<file path="config.mk">
export PLATFORM = sky130hd
export DESIGN_NAME = cmdstream_parser
export DESIGN_NICKNAME = d
export VERILOG_FILES = /design/src/rtl/cmdp_pkg.sv /design/src/rtl/cmdp_ctrl.sv /design/src/rtl/cmdp_datapath.sv /design/src/rtl/cmdstream_parser.sv
export SDC_FILE = /design/constraint.sdc
export NUM_CORES = 1
export LEC_CHECK = 0
export BUFFER_PORTS_ARGS = -buffer_cell sky130_fd_sc_hd__buf_2
export CORE_ASPECT_RATIO = 0.75
export CORE_UTILIZATION = 45
export DETAILED_ROUTE_END_ITERATION = 16
export PLACE_DENSITY = 0.68
export SLEW_MARGIN = 25
export SYNTH_ARGS = -nofsm -noshare
export SYNTH_HDL_FRONTEND = slang
export SYNTH_HIERARCHICAL = 1
export SYNTH_SLANG_ARGS = --single-unit
export TNS_END_PERCENT = 30
</file>
<file path="constraint.sdc">
create_clock -name clk -period 2.5 [get_ports clk]
set_input_delay 0.25 -clock clk [delete_from_list [all_inputs] [get_ports clk]]
set_output_delay 0.25 -clock clk [all_outputs]
set_load 0.02 [all_outputs]
</file>
<file path="src/rtl/cmdp_pkg.sv">
`timescale 1ns/1ps
package cmdp_pkg;
  localparam int WORD_W = 32;
  localparam int ADDR_W = 18;
  localparam int CNT_W  = 15;

  typedef enum logic [1:0] {
    EV_REG = 2'd0,
    EV_OPC = 2'd1,
    EV_ARG = 2'd2
  } evKind_t;

  // strobes from control to datapath, all already qualified by accept
  typedef struct packed {
    logic accept;
    logic loadBase0;
    logic loadBase4;
    logic emitOp3;
    logic emitOp7;
    logic emitReg;
    logic emitArg;
    logic flagErr;
  } ctrlStrobe_t;
endpackage

</file>
<file path="src/rtl/cmdp_ctrl.sv">
`timescale 1ns/1ps
module cmdp_ctrl
  import cmdp_pkg::*;
#(
  parameter int CNT_W = cmdp_pkg::CNT_W
) (
  input  logic              clk,
  input  logic              rstN,
  input  logic              inValid,
  input  logic [31:0]       inData,
  input  logic              inReady,
  output ctrlStrobe_t       strb,
  output logic [CNT_W-1:0]  hdrCount
);
  typedef enum logic {ST_HDR, ST_PAY} state_t;

  state_t           state;
  logic [CNT_W-1:0] remaining;
  logic             regPkt;
  logic             goPay;
  logic             nextReg;

  logic isT0, isT2, isT3, isT4, isT7;
  logic par4Ok, par7Ok;
  logic [CNT_W-1:0] cntLegacy, cnt4, cnt7;
  logic unusedHdrBit;

  assign isT0 = inData[31:30] == 2'b00;
  assign isT2 = inData[31:30] == 2'b10;
  assign isT3 = inData[31:30] == 2'b11;
  assign isT4 = inData[31:28] == 4'h4;
  assign isT7 = inData[31:28] == 4'h7;

  // odd weight of field plus protection bit
  assign par4Ok = (^inData[7:0]) & (^{inData[27], inData[25:8]});
  assign par7Ok = (^inData[15:0]) & (^inData[23:16]);

  assign cntLegacy = CNT_W'(inData[29:16]) + CNT_W'(1);
  assign cnt4      = CNT_W'(inData[6:0]);
  assign cnt7      = CNT_W'(inData[14:0]);
  assign unusedHdrBit = inData[26];

  always_comb begin
    strb        = '0;
    hdrCount    = '0;
    goPay       = 1'b0;
    nextReg     = 1'b0;
    strb.accept = inValid && inReady;
    if (strb.accept) begin
      if (state == ST_HDR) begin
        if (isT0) begin
          strb.loadBase0 = 1'b1;
          hdrCount       = cntLegacy;
          goPay          = 1'b1;
          nextReg        = 1'b1;
        end else if (isT2) begin
          goPay = 1'b0;
        end else if (isT3) begin
          strb.emitOp3 = 1'b1;
          hdrCount     = cntLegacy;
          goPay        = 1'b1;
        end else if (isT4 && par4Ok) begin
          strb.loadBase4 = 1'b1;
          hdrCount       = cnt4;
          goPay          = cnt4 != '0;
          nextReg        = 1'b1;
        end else if (isT7 && par7Ok) begin
          strb.emitOp7 = 1'b1;
          hdrCount     = cnt7;
          goPay        = cnt7 != '0;
        end else begin
          strb.flagErr = 1'b1;
        end
      end else begin
        strb.emitReg = regPkt;
        strb.emitArg = !regPkt;
      end
    end
  end

  always_ff @(posedge clk or negedge rstN) begin
    if (!rstN) begin
      state     <= ST_HDR;
      remaining <= '0;
      regPkt    <= 1'b0;
    end else if (strb.accept) begin
      if (state == ST_HDR) begin
        if (goPay) begin
          state     <= ST_PAY;
          remaining <= hdrCount;
          regPkt    <= nextReg;
        end
      end else begin
        remaining <= remaining - CNT_W'(1);
        if (remaining == CNT_W'(1)) state <= ST_HDR;
      end
    end
  end
endmodule

</file>
<file path="src/rtl/cmdp_datapath.sv">
`timescale 1ns/1ps
module cmdp_datapath
  import cmdp_pkg::*;
#(
  parameter int ADDR_W = cmdp_pkg::ADDR_W,
  parameter int CNT_W  = cmdp_pkg::CNT_W
) (
  input  logic              clk,
  input  logic              rstN,
  input  ctrlStrobe_t       strb,
  input  logic [CNT_W-1:0]  hdrCount,
  input  logic [31:0]       inData,
  input  logic              outReady,
  output logic              inReady,
  output logic              outValid,
  output logic [1:0]        outKind,
  output logic [ADDR_W-1:0] outAddr,
  output logic [31:0]       outData,
  output logic [CNT_W-1:0]  outIndex,
  output logic              errPulse
);
  logic [ADDR_W-1:0] base;
  logic [CNT_W-1:0]  pos;
  logic              produce;

  assign produce = strb.emitReg | strb.emitArg | strb.emitOp3 | strb.emitOp7;
  assign inReady = !outValid || outReady;

  always_ff @(posedge clk or negedge rstN) begin
    if (!rstN) begin
      base <= '0;
      pos  <= '0;
    end else begin
      if (strb.loadBase0) begin
        base <= ADDR_W'(inData[14:0]);
        pos  <= '0;
      end else if (strb.loadBase4) begin
        base <= ADDR_W'(inData[25:8]);
        pos  <= '0;
      end else if (strb.emitOp3 || strb.emitOp7) begin
        pos <= '0;
      end else if (strb.emitReg || strb.emitArg) begin
        pos <= pos + CNT_W'(1);
      end
    end
  end

  always_ff @(posedge clk or negedge rstN) begin
    if (!rstN) begin
      outValid <= 1'b0;
      outKind  <= EV_REG;
      outAddr  <= '0;
      outData  <= '0;
      outIndex <= '0;
      errPulse <= 1'b0;
    end else begin
      errPulse <= strb.flagErr;
      if (produce) begin
        outValid <= 1'b1;
        outAddr  <= '0;
        outIndex <= pos;
        outData  <= inData;
        if (strb.emitReg) begin
          outKind <= EV_REG;
          outAddr <= base + ADDR_W'(pos);
        end else if (strb.emitArg) begin
          outKind <= EV_ARG;
        end else begin
          outKind  <= EV_OPC;
          outIndex <= hdrCount;
          outData  <= strb.emitOp3 ? {24'd0, inData[15:8]} : {25'd0, inData[22:16]};
        end
      end else if (outReady) begin
        outValid <= 1'b0;
      end
    end
  end
endmodule

</file>
<file path="src/rtl/cmdstream_parser.sv">
`timescale 1ns/1ps
module cmdstream_parser
  import cmdp_pkg::*;
#(
  parameter int ADDR_W = cmdp_pkg::ADDR_W,
  parameter int CNT_W  = cmdp_pkg::CNT_W
) (
  input  logic              clk,
  input  logic              rstN,
  input  logic              inValid,
  input  logic [31:0]       inData,
  output logic              inReady,
  output logic              outValid,
  input  logic              outReady,
  output logic [1:0]        outKind,
  output logic [ADDR_W-1:0] outAddr,
  output logic [31:0]       outData,
  output logic [CNT_W-1:0]  outIndex,
  output logic              errPulse
);
  ctrlStrobe_t      strb;
  logic [CNT_W-1:0] hdrCount;

  cmdp_ctrl #(.CNT_W(CNT_W)) u_ctrl (
    .clk      (clk),
    .rstN     (rstN),
    .inValid  (inValid),
    .inData   (inData),
    .inReady  (inReady),
    .strb     (strb),
    .hdrCount (hdrCount)
  );

  cmdp_datapath #(.ADDR_W(ADDR_W), .CNT_W(CNT_W)) u_dp (
    .clk      (clk),
    .rstN     (rstN),
    .strb     (strb),
    .hdrCount (hdrCount),
    .inData   (inData),
    .outReady (outReady),
    .inReady  (inReady),
    .outValid (outValid),
    .outKind  (outKind),
    .outAddr  (outAddr),
    .outData  (outData),
    .outIndex (outIndex),
    .errPulse (errPulse)
  );
endmodule

</file>
After elaboration in Yosys (flattened, before gate mapping)
Index checks and enable logic that the tools add are counted.
{"block": "classes", "addsub": 4, "eq_ne": 5, "muxes": 55, "n_bitwise": 6, "reduce_logical": 21}
{"cell": "15-bit two-way mux", "n": 15}
{"cell": "32-bit two-way mux", "n": 2}
{"cell": "18-bit two-way mux", "n": 3}
{"cell": "15-bit nonzero test", "n": 2}
{"cell": "1-bit two-way mux", "n": 27}
{"cell": "19-bit parity", "n": 1}
{"cell": "18-bit by 15-bit adder with 18-bit output", "n": 1}
{"cell": "16-bit parity", "n": 1}
{"cell": "8-bit parity", "n": 2}
{"cell": "14-bit by 1-bit adder with 15-bit output, second input constant", "n": 1}
{"cell": "15-bit by 1-bit adder with 15-bit output, second input constant", "n": 1}
{"cell": "15-bit by 1-bit == test with 1-bit output, second input constant", "n": 1}
{"cell": "15-bit by 1-bit subtractor with 15-bit output, second input constant", "n": 1}
{"cell": "4-bit by 3-bit == test with 1-bit output, second input constant", "n": 2}
{"cell": "8-bit two-way mux", "n": 1}
{"cell": "7-bit two-way mux", "n": 1}
{"cell": "2-bit two-way mux", "n": 3}
{"cell": "3-bit two-way mux", "n": 2}
{"cell": "2-bit nonzero test", "n": 3}
{"cell": "2-bit == test, second input constant", "n": 2}
{"cell": "4-bit two-way mux", "n": 1}
{"cell": "4-bit nonzero test", "n": 1}
{"cell": "1-bit logical AND", "n": 3}
{"cell": "1-bit logical OR", "n": 3}
{"cell": "7 further kinds", "n": 11}
{"block": "word_totals", "regBits": 119, "out_inout_bits": 70, "elab_cells": 102}

Longest topological paths before layout
{"block": "depth", "word_depth": 15, "depth_mapped": 12, "depth_no_buf": 11}

Modules after synthesis
The synthesis kept the hierarchy.
{"module": "cmdp_datapath", "n_inst": 1, "cells_each": 511, "area_per_inst_um2": 5187.5, "seq_area_each_um2": 2552.4}
{"module": "cmdp_ctrl", "n_inst": 1, "cells_each": 248, "area_per_inst_um2": 1923.1, "seq_area_each_um2": 425.4}

Least setup slack after synthesis
OpenSTA, ideal clock, no wires.
{"block": "synth_path", "path_type": "register to register", "startpoint": "register u_dp.outValid", "endpoint": "register u_dp.pos[10]", "setup_ns": 0.132, "arrival_ns": 2.663, "required_ns": 2.368, "path_slack_ns": -0.295, "stages_incl_launch_ff": 11, "path_buffers": 2, "synth_period_minus_slack_ns": 2.795, "path_cell_list": "dfrtp_1 > nand2b_1 > nand2_1 > nor2_1 > nand2_1 > nor3_2 > buf_2 > nor2_4 > nand2_1 > clkbuf_1 > nor2_1"}
{"item": "start, declared", "line_no": "cmdp_datapath.sv:15", "text": "output logic outValid,"}
{"item": "start signal, assigned", "line_no": "cmdp_datapath.sv:50", "text": "outValid <= 1'b0;"}
{"item": "start signal, assigned", "line_no": "cmdp_datapath.sv:59", "text": "outValid <= 1'b1;"}
{"item": "start signal, assigned", "line_no": "cmdp_datapath.sv:74", "text": "outValid <= 1'b0;"}
{"item": "end signal, assigned", "line_no": "cmdp_datapath.sv:43", "text": "pos <= pos + CNT_W'(1);"}
{"item": "end, declared", "line_no": "cmdp_datapath.sv:23", "text": "logic [CNT_W-1:0] pos;"}

Final worst setup path
{"block": "layout_path", "startpoint": "input port inData[22]", "endpoint": "register u_ctrl.remaining[13]"}
{"block": "layout_between", "elab_chain_len": 12, "elab_cells_between_ends": 25, "classes_between": "add/sub: 1; mux: 16; bitwise: 2; reduce/logical: 6"}
{"item": "start, declared", "line_no": "cmdstream_parser.sv:11", "text": "input logic [31:0] inData,"}
{"item": "parallel branches: the longest is 12 deep, another holds 14-bit by 1-bit adder with 15-bit output"}
{"item": "end signal, assigned", "line_no": "cmdp_ctrl.sv:90", "text": "remaining <= hdrCount;"}
{"item": "end signal, assigned", "line_no": "cmdp_ctrl.sv:94", "text": "remaining <= remaining - CNT_W'(1);"}
{"item": "end, declared", "line_no": "cmdp_ctrl.sv:18", "text": "logic [CNT_W-1:0] remaining;"}
Parallel ways; which one is timed is not known. The select of a mux whose other input is x is not followed.
A chain may end at the register's enable or synchronous reset.

==> metrics.csv <==
stage,metric,value,unit
run_status,status,"complete, no violations",
grt,grt_max_degree,44,
yosys,synth_edf_count,0,
yosys,syn_nets,826,
yosys,syn-cell-area,0.00711,mm^2
timing,fin_crit,2.42,ns
yosys,synthMuxAreaShare,6.65,%
finish,fillerInstances,1353,
yosys,ys_ff_latch,119,
routing,drtAntennaViolNets,0,
die,fp.dieW,147,um
routing,drc,0,
yosys,yosysTopAreaCell,dfrtp_1,
pwr,pwr-share-seq,36.6,%
routing,wire_per_inst,20.0,um
critical_path,arrival,2.72,ns
yosys,async_reset_ff_share,100,%
grt,antenna_found_initial,0,
finish,multi_input_area,0.00386,mm^2
pwr,leakagePower,4.37,nW
yosys,yosys-top-cells-area,"dfrtp_1 (42%), mux2i_1 (6.3%), ha_1 (5.3%)",
die,num_rows,39,
placed_design,place_ws,-0.370,ns
critical_path,cp_slowest_stage_delay,0.43,ns
yosys,synthAdderAreaFrac,5.56,%
min_path,whs_path_depth,2,
finish,ff_latch_area,0.00298,mm^2
routing,num_vias,6796,
flow_run,drv_cap,0,
finish,drive_above_1_share,26.3,%
placed_design,hpwlAfterDp,16800,um
yosys,synth_seq_area_share,41.9,%
finish,diodes,0,
timing,worst_slack,0.0792,ns
critical_path,crit_cells,10,
pwr,power_frac_clock,38.9,%
yosys,synthSimpleGateAreaFrac,17.9,%
clocking,path_clk_slew,0.06,ns
yosys,synth_xor_area_share,5.91,%
die,die_y,111,um
yosys,ys_top_cells_by_count,"dfrtp_1 (119), nand2_1 (92), o21ai_0 (65)",
critical_path,path_max_fanout,19,
critical_path,rr_worst_depth,8,
critical_path,worst_ep_required_time,2.80,ns
yosys,synth_warnings,6,
timing,finalHoldViolCount,0,
die,coreArea,0.0153,mm^2
critical_path,critPathTopFamily,simple AND/OR/NAND/NOR gates,
routing,drt_wl_total,23100,um
timing,worst_slew_pin_slew,0.608,ns
critical_path,crit_chain,buf_2 > ha_1 > xnor2_1 > xnor2_2 > or3_1 > or3_4 > a31o_1 > buf_12 > and2_1 > a221o_1,
finish,layout.nets,1006,
finish,post-route-util,59.3,%
routing,firstDrtPassIters,5,
yosys,synth-compound-area-share,17.6,%
critical_path,endpoint_kind,flop,
timing,clock.fmax,413,MHz
pwr,pwr-share-comb,24.5,%
critical_path,critical_path.slowest_cell,or3_1,
die,io_pins,106,
min_path,hold_class,in2reg,
clocking,cts_tree,done,
grt,grt_pass1_wl,36100,um
yosys,postSynthAreaPerCell,9.37,um^2
timing,rsz0062_at_grt,no,
clocking,worstSkewPairLatency,0.43,ns
clocking,clock-sinks,119,
pwr,internal_power,4.43,mW
routing,avgViaCountPerCell,5.87,
finish,synthToLayoutAreaGrowth,27.9,%
timing,finalSetupViolCount,0,
critical_path,critPathBufInv,2,
yosys,synth_top_family_by_area,simple AND/OR/NAND/NOR gates,
timing,drv_slew,0,
critical_path,crit_type,in2reg,
clocking,numCtsBuffers,17,
yosys,synth_ff_type,dfrtp_1,
pwr,switchingPower,2.12,mW
routing,drt-initial-drc-count,718,
clocking,clockRootBuffer,clkbuf_16,
die,start_util,46.4,%
pwr,power_density,720,mW/mm^2
placed_design,portBuffers,105,
clocking,clock_path_buffers,2,
grt,grt_pass1_vias,6404,
clocking,htree_levels,4,
grt,grt.overflow.total,0,
pwr,p_sw_share,32.4,%
placed_design,place.gp.congestion,0.963,
die,die_area,0.0163,mm^2
yosys,ys_types,67,
yosys,netlist.area_leader.share,41.9,%
grt,grt_usage,29.2,%
pwr,peakVddDrop,0.449,mV
critical_path,cp-start-kind,input pin,
yosys,synthMostInstantiatedCell,dfrtp_1,
yosys,syn_inst,759,
timing,min_period_over_period,96.8,%
timing,maxSlewHeadroom,59.0,%
timing,finalClockSkew,0.00955,ns
==> stage by stage <==
step	cell area [um^2]	std cells	hold WS, ns	power (mW)	TNS [ns]
5_1_grt	9090	1157	0.116	6.83	0
2_1_floorplan	7120	759	-0.0456	3.32	-0.0126
6_report	9090	1157	0.134	6.55	0
3_3_place_gp	8390	1118	0.286	3.96	-11.88
4_1_cts	9010	1151	0.111	6.56	0
3_5_place_dp	8390	1118	0.294	3.99	-17.63
==> power groups by stage <==
stage,Clock [mW],Combinational (mW),Sequential (mW)
floorplan,0,0.717,2.60
global placement,0,1.54,2.42
detailed placement,0,1.56,2.42
CTS,2.59,1.58,2.39
global route,2.68,1.73,2.43
finish,2.55,1.61,2.40
==> flip-flops by register name, summed over array words and instances, names as in the netlist <==
| signal | count |
|---|---|
| u_dp/errPulse | 1 |
| u_dp/base | 18 |
| u_dp/pos | 15 |
| u_ctrl/remaining | 15 |
| u_dp/outKind | 2 |
| u_dp/outData | 32 |
| u_ctrl/state | 1 |
| u_dp/outAddr | 18 |
| u_ctrl/regPkt | 1 |
| u_dp/outValid | 1 |
| u_dp/outIndex | 15 |
==> worst register-to-register path, cell delays in order, from the launching register on <==
cell and delay (ns):
dfrtp_1 0.35, nand2b_1 0.11, nand2_1 0.22, inv_1 0.08, and3_1 0.20, or2_2 0.40
nor3_4 0.40, buf_4 0.34, a22o_1 0.19
==> cells in the final DEF, fill, tap and decap left out, types with 5 or more instances in the layout <==
cell / instances
clkbuf_16: 17
and2_1: 6
a21o_1: 8
xnor2_1: 18
inv_1: 31
mux2i_1: 45
nor4_1: 8
or3_1: 12
ha_1: 30
o21ai_0: 64
nand4_1: 11
buf_2: 104
and3_1: 7
o2bb2ai_1: 5
nand3_1: 24
dfrtp_1: 119
a21oi_1: 38
buf_4: 87
nor3_1: 16
o211ai_1: 8
nor2_1: 51
a22o_1: 27
xor2_1: 21
nand2_1: 92
nand2b_1: 10
==> metal layers <==
| layer | routed length [um] | global-route usage (%) | vias to the layer above | share of wire (%) |
|---|---|---|---|---|
| met1 | 10900 | 43.8 | 3291 | 47 |
| met3 | 1960 | 6.63 | 43 | 8.5 |
| li1 | - | - | 3106 | - |
| met5 | 0 | 0 | - | 0 |
| met2 | 9660 | 40.6 | 356 | 42 |
| met4 | 601 | 10.9 | 0 | 2.6 |
==> kinds of logic after synthesis <==
family,Yosys count
compound gates,193
xor+xnor,44
fa+ha+maj,31
buf+inv,66
flops,119
mux,47
simple gates,259
==> area by class of cell <==
type | instances | area share [%]
flip-flops and latches | 119 | 32.8
clock inverters | 14 | 1.91
inverters | 31 | 1.28
multi-input cells | 574 | 42.5
well taps | 205 | 2.82
clock buffers | 18 | 4.83
repair buffers | 196 | 13.9
==> what timing repair did <==
action,CTS,global route
gates resized for setup,0,7
setup buffers,0,6
endpoints found under the hold margin,40,0
endpoints found under the setup margin,0,27
hold buffers,1,0
==> worst paths after layout <==
check	from	end	slack (ns)
setup reg to reg	u_dp/outValid	u_dp/outData[8]	0.16
setup / recovery	inData[22]	u_ctrl/remaining[13]	0.08
min in group asynchronous	rstN	u_dp/base[9]	0.38
max in group asynchronous	rstN	u_dp/outData[0]	1.41
hold reg to reg	u_dp/outAddr[6]	u_dp/outAddr[6]	0.48
hold / removal	inData[29]	u_dp/outData[29]	0.13
(Power assumes the default switching activity.)
